## config.mk

```make
export PLATFORM = sky130hd
export DESIGN_NAME = csma_tx_ctrl
export DESIGN_NICKNAME = d
export VERILOG_FILES = /design/src/rtl/csma_pkg.sv /design/src/rtl/csma_backoff_lfsr.sv /design/src/rtl/csma_gap_tracker.sv /design/src/rtl/csma_tx_ctrl.sv
export SDC_FILE = /design/constraint.sdc
export NUM_CORES = 1
export LEC_CHECK = 0
export BUFFER_PORTS_ARGS = -buffer_cell sky130_fd_sc_hd__buf_2
export CAP_MARGIN = 10
export CORE_MARGIN = 2
export CORE_UTILIZATION = 45
export CTS_CLUSTER_DIAMETER = 100
export DETAILED_ROUTE_END_ITERATION = 6
export PLACE_DENSITY = 0.65
export SETUP_SLACK_MARGIN = 0.1
export SYNTH_ARGS = -nofsm -noshare
export SYNTH_HDL_FRONTEND = slang
export SYNTH_SLANG_ARGS = --single-unit
```

## constraint.sdc

```tcl
create_clock -name clk -period 2.6 [get_ports clk]
set_input_delay 0.52 -clock clk [delete_from_list [all_inputs] [get_ports clk]]
set_output_delay 0.52 -clock clk [all_outputs]
set_load 0.02 [all_outputs]
```

## src/rtl/csma_pkg.sv

```systemverilog
package csma_pkg;

    typedef enum logic [2:0] {
        ST_IDLE,
        ST_DEFER,
        ST_XMIT,
        ST_JAM,
        ST_BACKOFF,
        ST_SQE,
        ST_REPORT
    } tx_state_e;

    // Packed MSB first: def is bit 0, cerr is bit 6.
    typedef struct packed {
        logic cerr;
        logic lcol;
        logic lcar;
        logic rtry;
        logic more;
        logic one;
        logic def;
    } tx_status_t;

endpackage

```

## src/rtl/csma_backoff_lfsr.sv

```systemverilog
module csma_backoff_lfsr #(
    parameter int          WIDTH = 16,
    parameter logic [15:0] TAPS  = 16'hB400,
    parameter logic [15:0] SEED  = 16'hACE1
) (
    input  logic             clk,
    input  logic             rst_n,
    output logic [WIDTH-1:0] value
);
    logic [WIDTH-1:0] state_q;

    always_ff @(posedge clk or negedge rst_n) begin
        if (!rst_n) begin
            state_q <= WIDTH'(SEED);
        end else if (state_q[0]) begin
            state_q <= (state_q >> 1) ^ WIDTH'(TAPS);
        end else begin
            state_q <= state_q >> 1;
        end
    end

    assign value = state_q;

    // A zero state would freeze the backoff draw.
    p_lfsr_live_r3: assert property (@(posedge clk) disable iff (!rst_n)
        state_q != '0);

endmodule

```

## src/rtl/csma_gap_tracker.sv

```systemverilog
module csma_gap_tracker #(
    parameter int IPG_BITS = 96
) (
    input  logic clk,
    input  logic rst_n,
    input  logic carrier,
    output logic gap_ok
);
    localparam int GW = $clog2(IPG_BITS + 1);
    localparam logic [GW-1:0] GAP_FULL = GW'(IPG_BITS);

    logic [GW-1:0] quiet_q;

    always_ff @(posedge clk or negedge rst_n) begin
        if (!rst_n) begin
            quiet_q <= GAP_FULL;
        end else if (carrier) begin
            quiet_q <= '0;
        end else if (quiet_q != GAP_FULL) begin
            quiet_q <= quiet_q + 1'b1;
        end
    end

    assign gap_ok = (quiet_q == GAP_FULL);

    p_busy_restarts_gap_r1: assert property (@(posedge clk) disable iff (!rst_n)
        carrier |=> !gap_ok);

endmodule

```

## src/rtl/csma_tx_ctrl.sv

```systemverilog
module csma_tx_ctrl
    import csma_pkg::*;
#(
    parameter int          IPG_BITS       = 96,
    parameter int          SLOT_BITS      = 512,
    parameter int          JAM_BITS       = 32,
    parameter int          MAX_ATTEMPTS   = 16,
    parameter int          BACKOFF_CAP    = 10,
    parameter int          SQE_WINDOW     = 64,
    parameter int          CRS_LEAD       = 2,
    parameter bit          UNDERFLOW_RUNT = 1'b0,
    parameter int          LFSR_W         = 16,
    parameter logic [15:0] LFSR_SEED      = 16'hACE1
) (
    input  logic       clk,
    input  logic       rst_n,
    input  logic       carrier_sense,
    input  logic       collision,
    input  logic       frame_req,
    input  logic       fifo_empty,
    input  logic       tx_last,
    input  logic       sqe_in,
    output logic       tx_en,
    output logic       jam_req,
    output logic       tx_spoil,
    output logic       status_valid,
    output logic [6:0] status
);
    localparam int CNT_W = $clog2(SLOT_BITS + IPG_BITS + JAM_BITS + SQE_WINDOW + 1);
    localparam int ATT_W = $clog2(MAX_ATTEMPTS + 1);
    localparam int BO_W  = BACKOFF_CAP;
    localparam logic [CNT_W-1:0] CNT_MAX = '1;
    localparam logic [CNT_W-1:0] SLOT_C  = CNT_W'(SLOT_BITS);
    localparam logic [CNT_W-1:0] JAM_C   = CNT_W'(JAM_BITS);
    localparam logic [CNT_W-1:0] SQE_C   = CNT_W'(SQE_WINDOW);
    localparam logic [CNT_W-1:0] LEAD_C  = CNT_W'(CRS_LEAD);
    localparam logic [ATT_W-1:0] ATT_MAX = ATT_W'(MAX_ATTEMPTS);
    localparam logic [ATT_W-1:0] CAP_A   = ATT_W'(BACKOFF_CAP);

    tx_state_e        state_q, state_d;
    logic [CNT_W-1:0] cnt_q;
    logic [ATT_W-1:0] attempts_q;
    logic [BO_W-1:0]  bo_q;
    logic [BO_W-1:0]  bo_mask;
    logic [ATT_W-1:0] bo_exp;
    logic [LFSR_W-1:0] lfsr_val;
    logic             gap_ok;
    logic             started_q, uf_q;
    logic             def_q, lcar_q, lcol_q, cerr_q;
    tx_status_t       word;

    csma_gap_tracker #(.IPG_BITS(IPG_BITS)) u_gap (
        .clk     (clk),
        .rst_n   (rst_n),
        .carrier (carrier_sense),
        .gap_ok  (gap_ok)
    );

    csma_backoff_lfsr #(.WIDTH(LFSR_W), .SEED(LFSR_SEED)) u_lfsr (
        .clk   (clk),
        .rst_n (rst_n),
        .value (lfsr_val)
    );

    // Truncated exponent: window grows with each collision up to the cap.
    assign bo_exp  = (attempts_q > CAP_A) ? CAP_A : attempts_q;
    assign bo_mask = ~({BO_W{1'b1}} << bo_exp);

    // Next-state decision
    always_comb begin
        state_d = state_q;
        unique case (state_q)
            ST_IDLE:    if (frame_req) state_d = ST_DEFER;
            ST_DEFER:   if (!carrier_sense && gap_ok) state_d = ST_XMIT;
            ST_XMIT: begin
                if (collision)                          state_d = ST_JAM;
                else if (UNDERFLOW_RUNT && fifo_empty)  state_d = ST_SQE;
                else if (tx_last)                       state_d = ST_SQE;
            end
            ST_JAM: begin
                if (cnt_q == JAM_C - 1'b1)
                    state_d = (lcol_q || attempts_q == ATT_MAX) ? ST_REPORT : ST_BACKOFF;
            end
            ST_BACKOFF: if (bo_q == '0) state_d = ST_DEFER;
            ST_SQE: begin
                if (sqe_in || cnt_q == SQE_C - 1'b1) state_d = ST_REPORT;
            end
            ST_REPORT:  state_d = ST_IDLE;
            default:    state_d = ST_IDLE;
        endcase
    end

    // State register and shared bit counter
    always_ff @(posedge clk or negedge rst_n) begin
        if (!rst_n) begin
            state_q <= ST_IDLE;
            cnt_q   <= '0;
        end else begin
            state_q <= state_d;
            if (state_d != state_q)
                cnt_q <= '0;
            else if (state_q == ST_BACKOFF && cnt_q == SLOT_C - 1'b1)
                cnt_q <= '0;
            else if (cnt_q != CNT_MAX)
                cnt_q <= cnt_q + 1'b1;
        end
    end

    // Per-frame outcome tracking
    always_ff @(posedge clk or negedge rst_n) begin
        if (!rst_n) begin
            attempts_q <= '0;
            bo_q       <= '0;
            started_q  <= 1'b0;
            uf_q       <= 1'b0;
            def_q      <= 1'b0;
            lcar_q     <= 1'b0;
            lcol_q     <= 1'b0;
            cerr_q     <= 1'b0;
        end else begin
            unique case (state_q)
                ST_IDLE: begin
                    if (frame_req) begin
                        attempts_q <= '0;
                        started_q  <= 1'b0;
                        uf_q       <= 1'b0;
                        def_q      <= 1'b0;
                        lcar_q     <= 1'b0;
                        lcol_q     <= 1'b0;
                        cerr_q     <= 1'b0;
                    end
                end
                ST_DEFER: begin
                    if (carrier_sense && !started_q) def_q <= 1'b1;
                end
                ST_XMIT: begin
                    started_q <= 1'b1;
                    if (cnt_q >= LEAD_C && !carrier_sense) lcar_q <= 1'b1;
                    if (collision) begin
                        if (cnt_q >= SLOT_C) lcol_q <= 1'b1;
                        else                 attempts_q <= attempts_q + 1'b1;
                    end else if (fifo_empty) begin
                        uf_q <= 1'b1;
                    end
                end
                ST_JAM: begin
                    if (state_d == ST_BACKOFF) bo_q <= lfsr_val[BO_W-1:0] & bo_mask;
                end
                ST_BACKOFF: begin
                    if (cnt_q == SLOT_C - 1'b1 && bo_q != '0) bo_q <= bo_q - 1'b1;
                end
                ST_SQE: begin
                    if (state_d == ST_REPORT && !sqe_in) cerr_q <= 1'b1;
                end
                ST_REPORT: ;
                default: ;
            endcase
        end
    end

    // Outputs
    always_comb begin
        word.def  = def_q;
        word.rtry = (attempts_q == ATT_MAX);
        word.one  = (attempts_q == ATT_W'(1)) && !word.rtry;
        word.more = (attempts_q >  ATT_W'(1)) && !word.rtry;
        word.lcar = lcar_q;
        word.lcol = lcol_q;
        word.cerr = cerr_q;

        tx_en        = (state_q == ST_XMIT) || (state_q == ST_JAM);
        jam_req      = (state_q == ST_JAM);
        tx_spoil     = (state_q == ST_XMIT) && (uf_q || (fifo_empty && !collision));
        status_valid = (state_q == ST_REPORT);
        status       = status_valid ? word : '0;
    end

    p_gap_before_tx_r1: assert property (@(posedge clk) disable iff (!rst_n)
        $rose(tx_en) |-> gap_ok);

    p_backoff_window_r3: assert property (@(posedge clk) disable iff (!rst_n)
        (state_q == ST_BACKOFF) |-> ((bo_q & ~bo_mask) == '0));

    p_outcome_exclusive_r4: assert property (@(posedge clk) disable iff (!rst_n)
        status_valid |-> $onehot0(status[3:1]));

    p_attempt_cap_r5: assert property (@(posedge clk) disable iff (!rst_n)
        attempts_q <= ATT_MAX);

    p_late_no_retry_r7: assert property (@(posedge clk) disable iff (!rst_n)
        (state_q == ST_JAM && lcol_q) |=> (state_q == ST_JAM || state_q == ST_REPORT));

    p_status_single_r10: assert property (@(posedge clk) disable iff (!rst_n)
        status_valid |=> !status_valid);

    p_jam_on_medium_r11: assert property (@(posedge clk) disable iff (!rst_n)
        $rose(jam_req) |-> $past(tx_en));

endmodule

```

### Yosys cells after proc, flatten, opt, wreduce, memory -nomap -nowiden

Cells that the tools add are included.

* add/subtract/negate cells: 4
* order comparisons: 4
* equality and inequality tests: 28
* shifts and indexed selects: 1
* multiplexer cells: 38
* bitwise gates (word level): 3
* reduce and logical (&&, ||, !) cells: 36

Operators by type and width (number)
* 10-bit 2-to-1 mux: 5
* 3-bit 2-to-1 mux: 7
* 7-bit 2-to-1 mux: 3
* 5-bit 2-to-1 mux: 4
* 10-bit case mux with 2 select lines: 1
* 2-bit inequality test, second input constant: 9
* 3-bit case mux with 6 select lines: 1
* 16-bit 2-to-1 mux: 1
* 3-bit == test, second input constant: 5
* 1-bit case mux with 2 select lines: 6
* 3-bit AND reduction: 4
* 4-bit AND reduction: 3
* 10-bit by 1-bit adder with 10-bit output, second input constant: 1
* 10-bit AND: 1
* 10-bit by 5-bit == test with 1-bit output, second input constant: 1
* 10-bit by 6-bit == test with 1-bit output, second input constant: 1
* 10-bit by 9-bit == test with 1-bit output, second input constant: 1
* 10-bit greater-or-equal comparator, second input constant: 1
* 10-bit by 2-bit greater-or-equal comparator with 1-bit output, second input constant: 1
* 1-bit logical AND: 10
* 10-bit logical NOT: 1
* 10-bit inequality test, second input constant: 1
* 10-bit inverter: 1
* 5-bit case mux with 2 select lines: 1
* other kinds (24): 44

* bits in registers: 57
* bits of input ports: 8
* logic and storage cells: 126

### Logic depth before layout (Yosys ltp)

* depth in word-level cells: 9
* gate-level depth with buffers: 9
* mapped depth without buffers: 7

### Cells and area by module

From an unflattened synthesis, not the netlist that was laid out.

* cell total of the unflattened synthesis: 331
* area, all modules: 3221.8 µm²

By module, submodules not included
* csma_tx_ctrl: times used 1, cells an instance 276, area an instance 2392.3 µm², seq. area each 850.8 µm²
* csma_backoff_lfsr: times used 1, cells an instance 19, area an instance 436.7 µm², seq. area each 410.4 µm²
* csma_gap_tracker: times used 1, cells an instance 36, area an instance 392.9 µm², seq. area each 177.7 µm²

### Worst setup path before layout

Ideal clock, no wire load.

* kind: register to output
* start: register state_q[1]
* end: output port status[1]
* data arrival time: 1.847 ns
* required time: 2.080 ns
* path slack: 0.233 ns
* stages on the path, launching flop included: 5
* cell sequence: dfrtp_1 -> clkbuf_1 -> inv_1 -> nor3_1 -> and3_1

* cells in the longest elaborated chain, start to end: 2

RTL lines
* start, declared: RTL line csma_tx_ctrl.sv:40 `tx_state_e state_q, state_d;`
* start signal, assigned: RTL line csma_tx_ctrl.sv:99 `state_q <= state_d;`
* 3-bit == test: RTL line csma_tx_ctrl.sv:174 `status_valid = (state_q == ST_REPORT);`
* named net status_valid: RTL line csma_tx_ctrl.sv:26 `output logic status_valid,`
* 7-bit 2-to-1 mux: RTL line csma_tx_ctrl.sv:175 `status = status_valid ? word : '0;`
* end, declared: RTL line csma_tx_ctrl.sv:27 `output logic [6:0] status`

The timed path passes the listed nets, and every way through them passes these cells.

### Final worst setup path

* start: register attempts_q[1]
* end: output port status[3]

* cells in the longest elaborated chain, start to end: 2

RTL lines
* start, declared: RTL line csma_tx_ctrl.sv:42 `logic [ATT_W-1:0] attempts_q;`
* start signal, assigned: RTL line csma_tx_ctrl.sv:141 `else attempts_q <= attempts_q + 1'b1;`
* 5-bit == test: RTL line csma_tx_ctrl.sv:164 `word.rtry = (attempts_q == ATT_MAX);`
* 7-bit 2-to-1 mux: RTL line csma_tx_ctrl.sv:175

Every way passes these cells.

==> metrics.cfg <==
[routing]
drc = 1
wirelength_mm = 6.94
drt_iter0_drc = 205
antenna_left = 0
drt_pass1_iterations = 7
wl_per_cell_um = 16.1
via_count = 2484
vias_per_cell = 5.78

[die]
dieArea_mm2 = 0.00736
dieWidth_um = 85.8
rows = 29
io_pins = 19
initial_core_util_pct = 46.9
die_h_um = 85.8
coreArea_mm2 = 0.00642

[cells_and_area]
nNetsFinal = 364
layout_commonest_cell = dfrtp_1
layout_common_cells = 47 x dfrtp_1, 42 x nor2_1, 28 x nand2_1, 20 x o21ai_0, 18 x buf_2
area_growth_pct = 13.9
diodes = 0
drive_gt1_share_pct = 17.3
final_cells = 430

[timing]
period_share_pct = 92.9
drv_slew = 0
grt_setup_unrepaired = no
slew_headroom_pct = 50.8
worstMarginPinSlew_ns = 0.732
finClkSkew_ns = 0.00875
fin_tns_setup_ns = 0
hold_viol_final = 0
setup_ws_ns = 0.184
min_period_ns = 2.42
finalSetupViolations = 0
fmax_mhz = 414

[clocking]
clk_path_buf_depth = 2
clkSlewWorstSetupHoldPaths_ns = 0.07
cts_root_buffer = clkbuf_8
clock_insertion_delay_worst_skew_ns = 0.34
clock-sinks = 57
cts_setup_buffers = 0
tritoncts = yes
cts_buffers = 9
htreeDepth = 3

[logic_synthesis]
ys_types = 55
netlist_area_mm2 = 0.00301
synth_edf_count = 0
synth_seq_area_share_pct = 47.8
syn_area_per_cell_um2 = 9.35
syn_nets = 338
synth_warnings = 0
synthFlopType = dfrtp_1
async_flop_share_pct = 100
synth_seq_cells = 57
syn_inst = 322

[placed_design]
dp_hpwl_mm = 4.88
routabilityCongestion = 0.830
port_buffers = 18
dp_worst_setup_slack_ns = 0.308
dp_cells = 414

[global_route]
antenna_found_initial = 0
first_global_vias = 2311
grt_remaining_overflow = 0
grt_max_degree = 32
grt_usage_pct = 20.6
grt_pass1_wl_mm = 11.7

[pwr]
p_leak_nw = 1.63
power_density_mw_per_mm2 = 722
p_total_w = 0.00248
peakVddDrop_uv = 427

[status]
violations = design-rule violations
status = finished with violations

[critical_path]
worstRegToRegCells = 7
arrival_ns = 1.90
path_max_fanout = 9
endpoint_kind = primary output
worstSetupPathType = flop to primary output
required_ns = 2.08
crit_path_start_kind = flop

[job]
max-cap-violations = 0

[hold_path]
hp-class = primary input to asynchronous set/reset pin

## per-stage QoR
step	cell area [um2]	hold WS, ns	util [%]
4_1_cts	3430	0.238	53.4
3_5_place_dp	3230	0.344	50.2
6_report	3430	0.216	53.4
3_3_place_gp	3230	0.345	50.2
5_1_grt	3430	0.266	53.4
2_1_floorplan	3010	0.224	-
## state kept, by name, summed over array words and instances (netlist names)
name           flops
lcar_q             1
attempts_q         5
lcol_q             1
state_q            3
u_gap.quiet_q      7
def_q              1
uf_q               1
started_q          1
bo_q              10
u_lfsr.value      16
cerr_q             1
cnt_q             10
## cells by family (layout without fill, tap and decap cells)
logic type	after synthesis	after routing	share of synthesized area (%)
buffers and inverters	27	58	3.61
adder cells (fa/ha/maj)	8	8	3.32
multiplexers	3	3	0.997
AND/OR/NAND/NOR	146	146	25.3
AO/OA/AOI/OAI	68	68	15.2
flip-flops	57	57	47.8
XOR/XNOR	13	13	3.78
## per-layer routing
metal	track usage [%]	routed length (um)
met1	31.2	3480
met5	0	0
met2	29.8	3120
met3	4.91	263
met4	5.63	74
## layout make-up
type | count | area, um2
multi-input cells | 238 | 1470
well taps | 77 | 96.3
clock inverters | 5 | 55.1
clock buffers | 11 | 141
flip-flops and latches | 57 | 1440
fillers | 586 | 2990
repair buffers | 27 | 170
inverters | 15 | 56.3
## synth_stat cells (2+ instances only)
cell type / number / area, um2
a21oi_1: 11 / 55.1
a22o_1: 2 / 17.5
a31oi_1: 8 / 50.1
a41o_1: 3 / 30.0
and2_1: 5 / 31.3
and3_1: 7 / 43.8
buf_2: 3 / 15.0
clkbuf_1: 8 / 30.0
dfrtp_1: 47 / 1180
dfstp_2: 10 / 263
ha_1: 8 / 100
inv_1: 15 / 56.3
mux2i_1: 3 / 30.0
nand2_1: 28 / 105
nand2b_1: 3 / 18.8
nand3_1: 11 / 55.1
nand4_1: 8 / 50.1
nor2_1: 43 / 161
nor2b_1: 2 / 12.5
nor3_1: 15 / 75.1
nor3b_1: 4 / 30.0
nor4_1: 5 / 31.3
o211ai_1: 2 / 15.0
o21ai_0: 20 / 100
o22a_1: 2 / 17.5
o22ai_1: 2 / 12.5
o31ai_1: 5 / 37.5
or3_1: 4 / 25.0
xnor2_1: 5 / 43.8
xor2_1: 8 / 70.1
## path summary, 6_finish.rpt
path / startpoint / endpoint / slack [ns]
max: attempts_q[1]$_DFFE_PN0P_ / status[3] / 0.18
min: rst_n / bo_q[7]$_DFFE_PN0P_ / 0.22
max reg2reg: u_gap.quiet_q[0]$_DFFE_PN0N_ / cnt_q[6]$_DFFE_PN0P_ / 0.29
min reg2reg: u_lfsr.value[12]$_DFF_PN0_ / u_lfsr.value[11]$_DFF_PN1_ / 0.36
max in group asynchronous: rst_n / u_gap.quiet_q[5]$_DFFE_PN1N_ / 1.71
min in group clk: u_lfsr.value[12]$_DFF_PN0_ / u_lfsr.value[11]$_DFF_PN1_ / 0.36
## critical path, stage by stage (launching register included)
cell       delay (ns)
dfrtp_1          0.47
inv_1            0.14
ha_1             0.16
nand4bb_1        0.22
nor4_1           0.33
buf_2            0.24
## where the power goes
| group | leakage, nW | internal [W] | total, W | switching (W) |
|---|---|---|---|---|
| combinational | 0.789 | 0.000222 | 0.000583 | 0.000361 |
| sequential | 0.743 | 0.000965 | 0.00106 | 0.0000955 |
| clock | 0.0953 | 0.000465 | 0.000833 | 0.000368 |
| total | 1.63 | 0.00165 | 0.00248 | 0.000824 |
## repair_timing
item                                   CTS  global route
hold buffers                             0             0
pin swaps                                0             0
gates resized for setup                  1             1
endpoints found under the hold margin    0             0
setup endpoints to repair                3             1
Note: power is estimated with default switching activity, not from simulation.
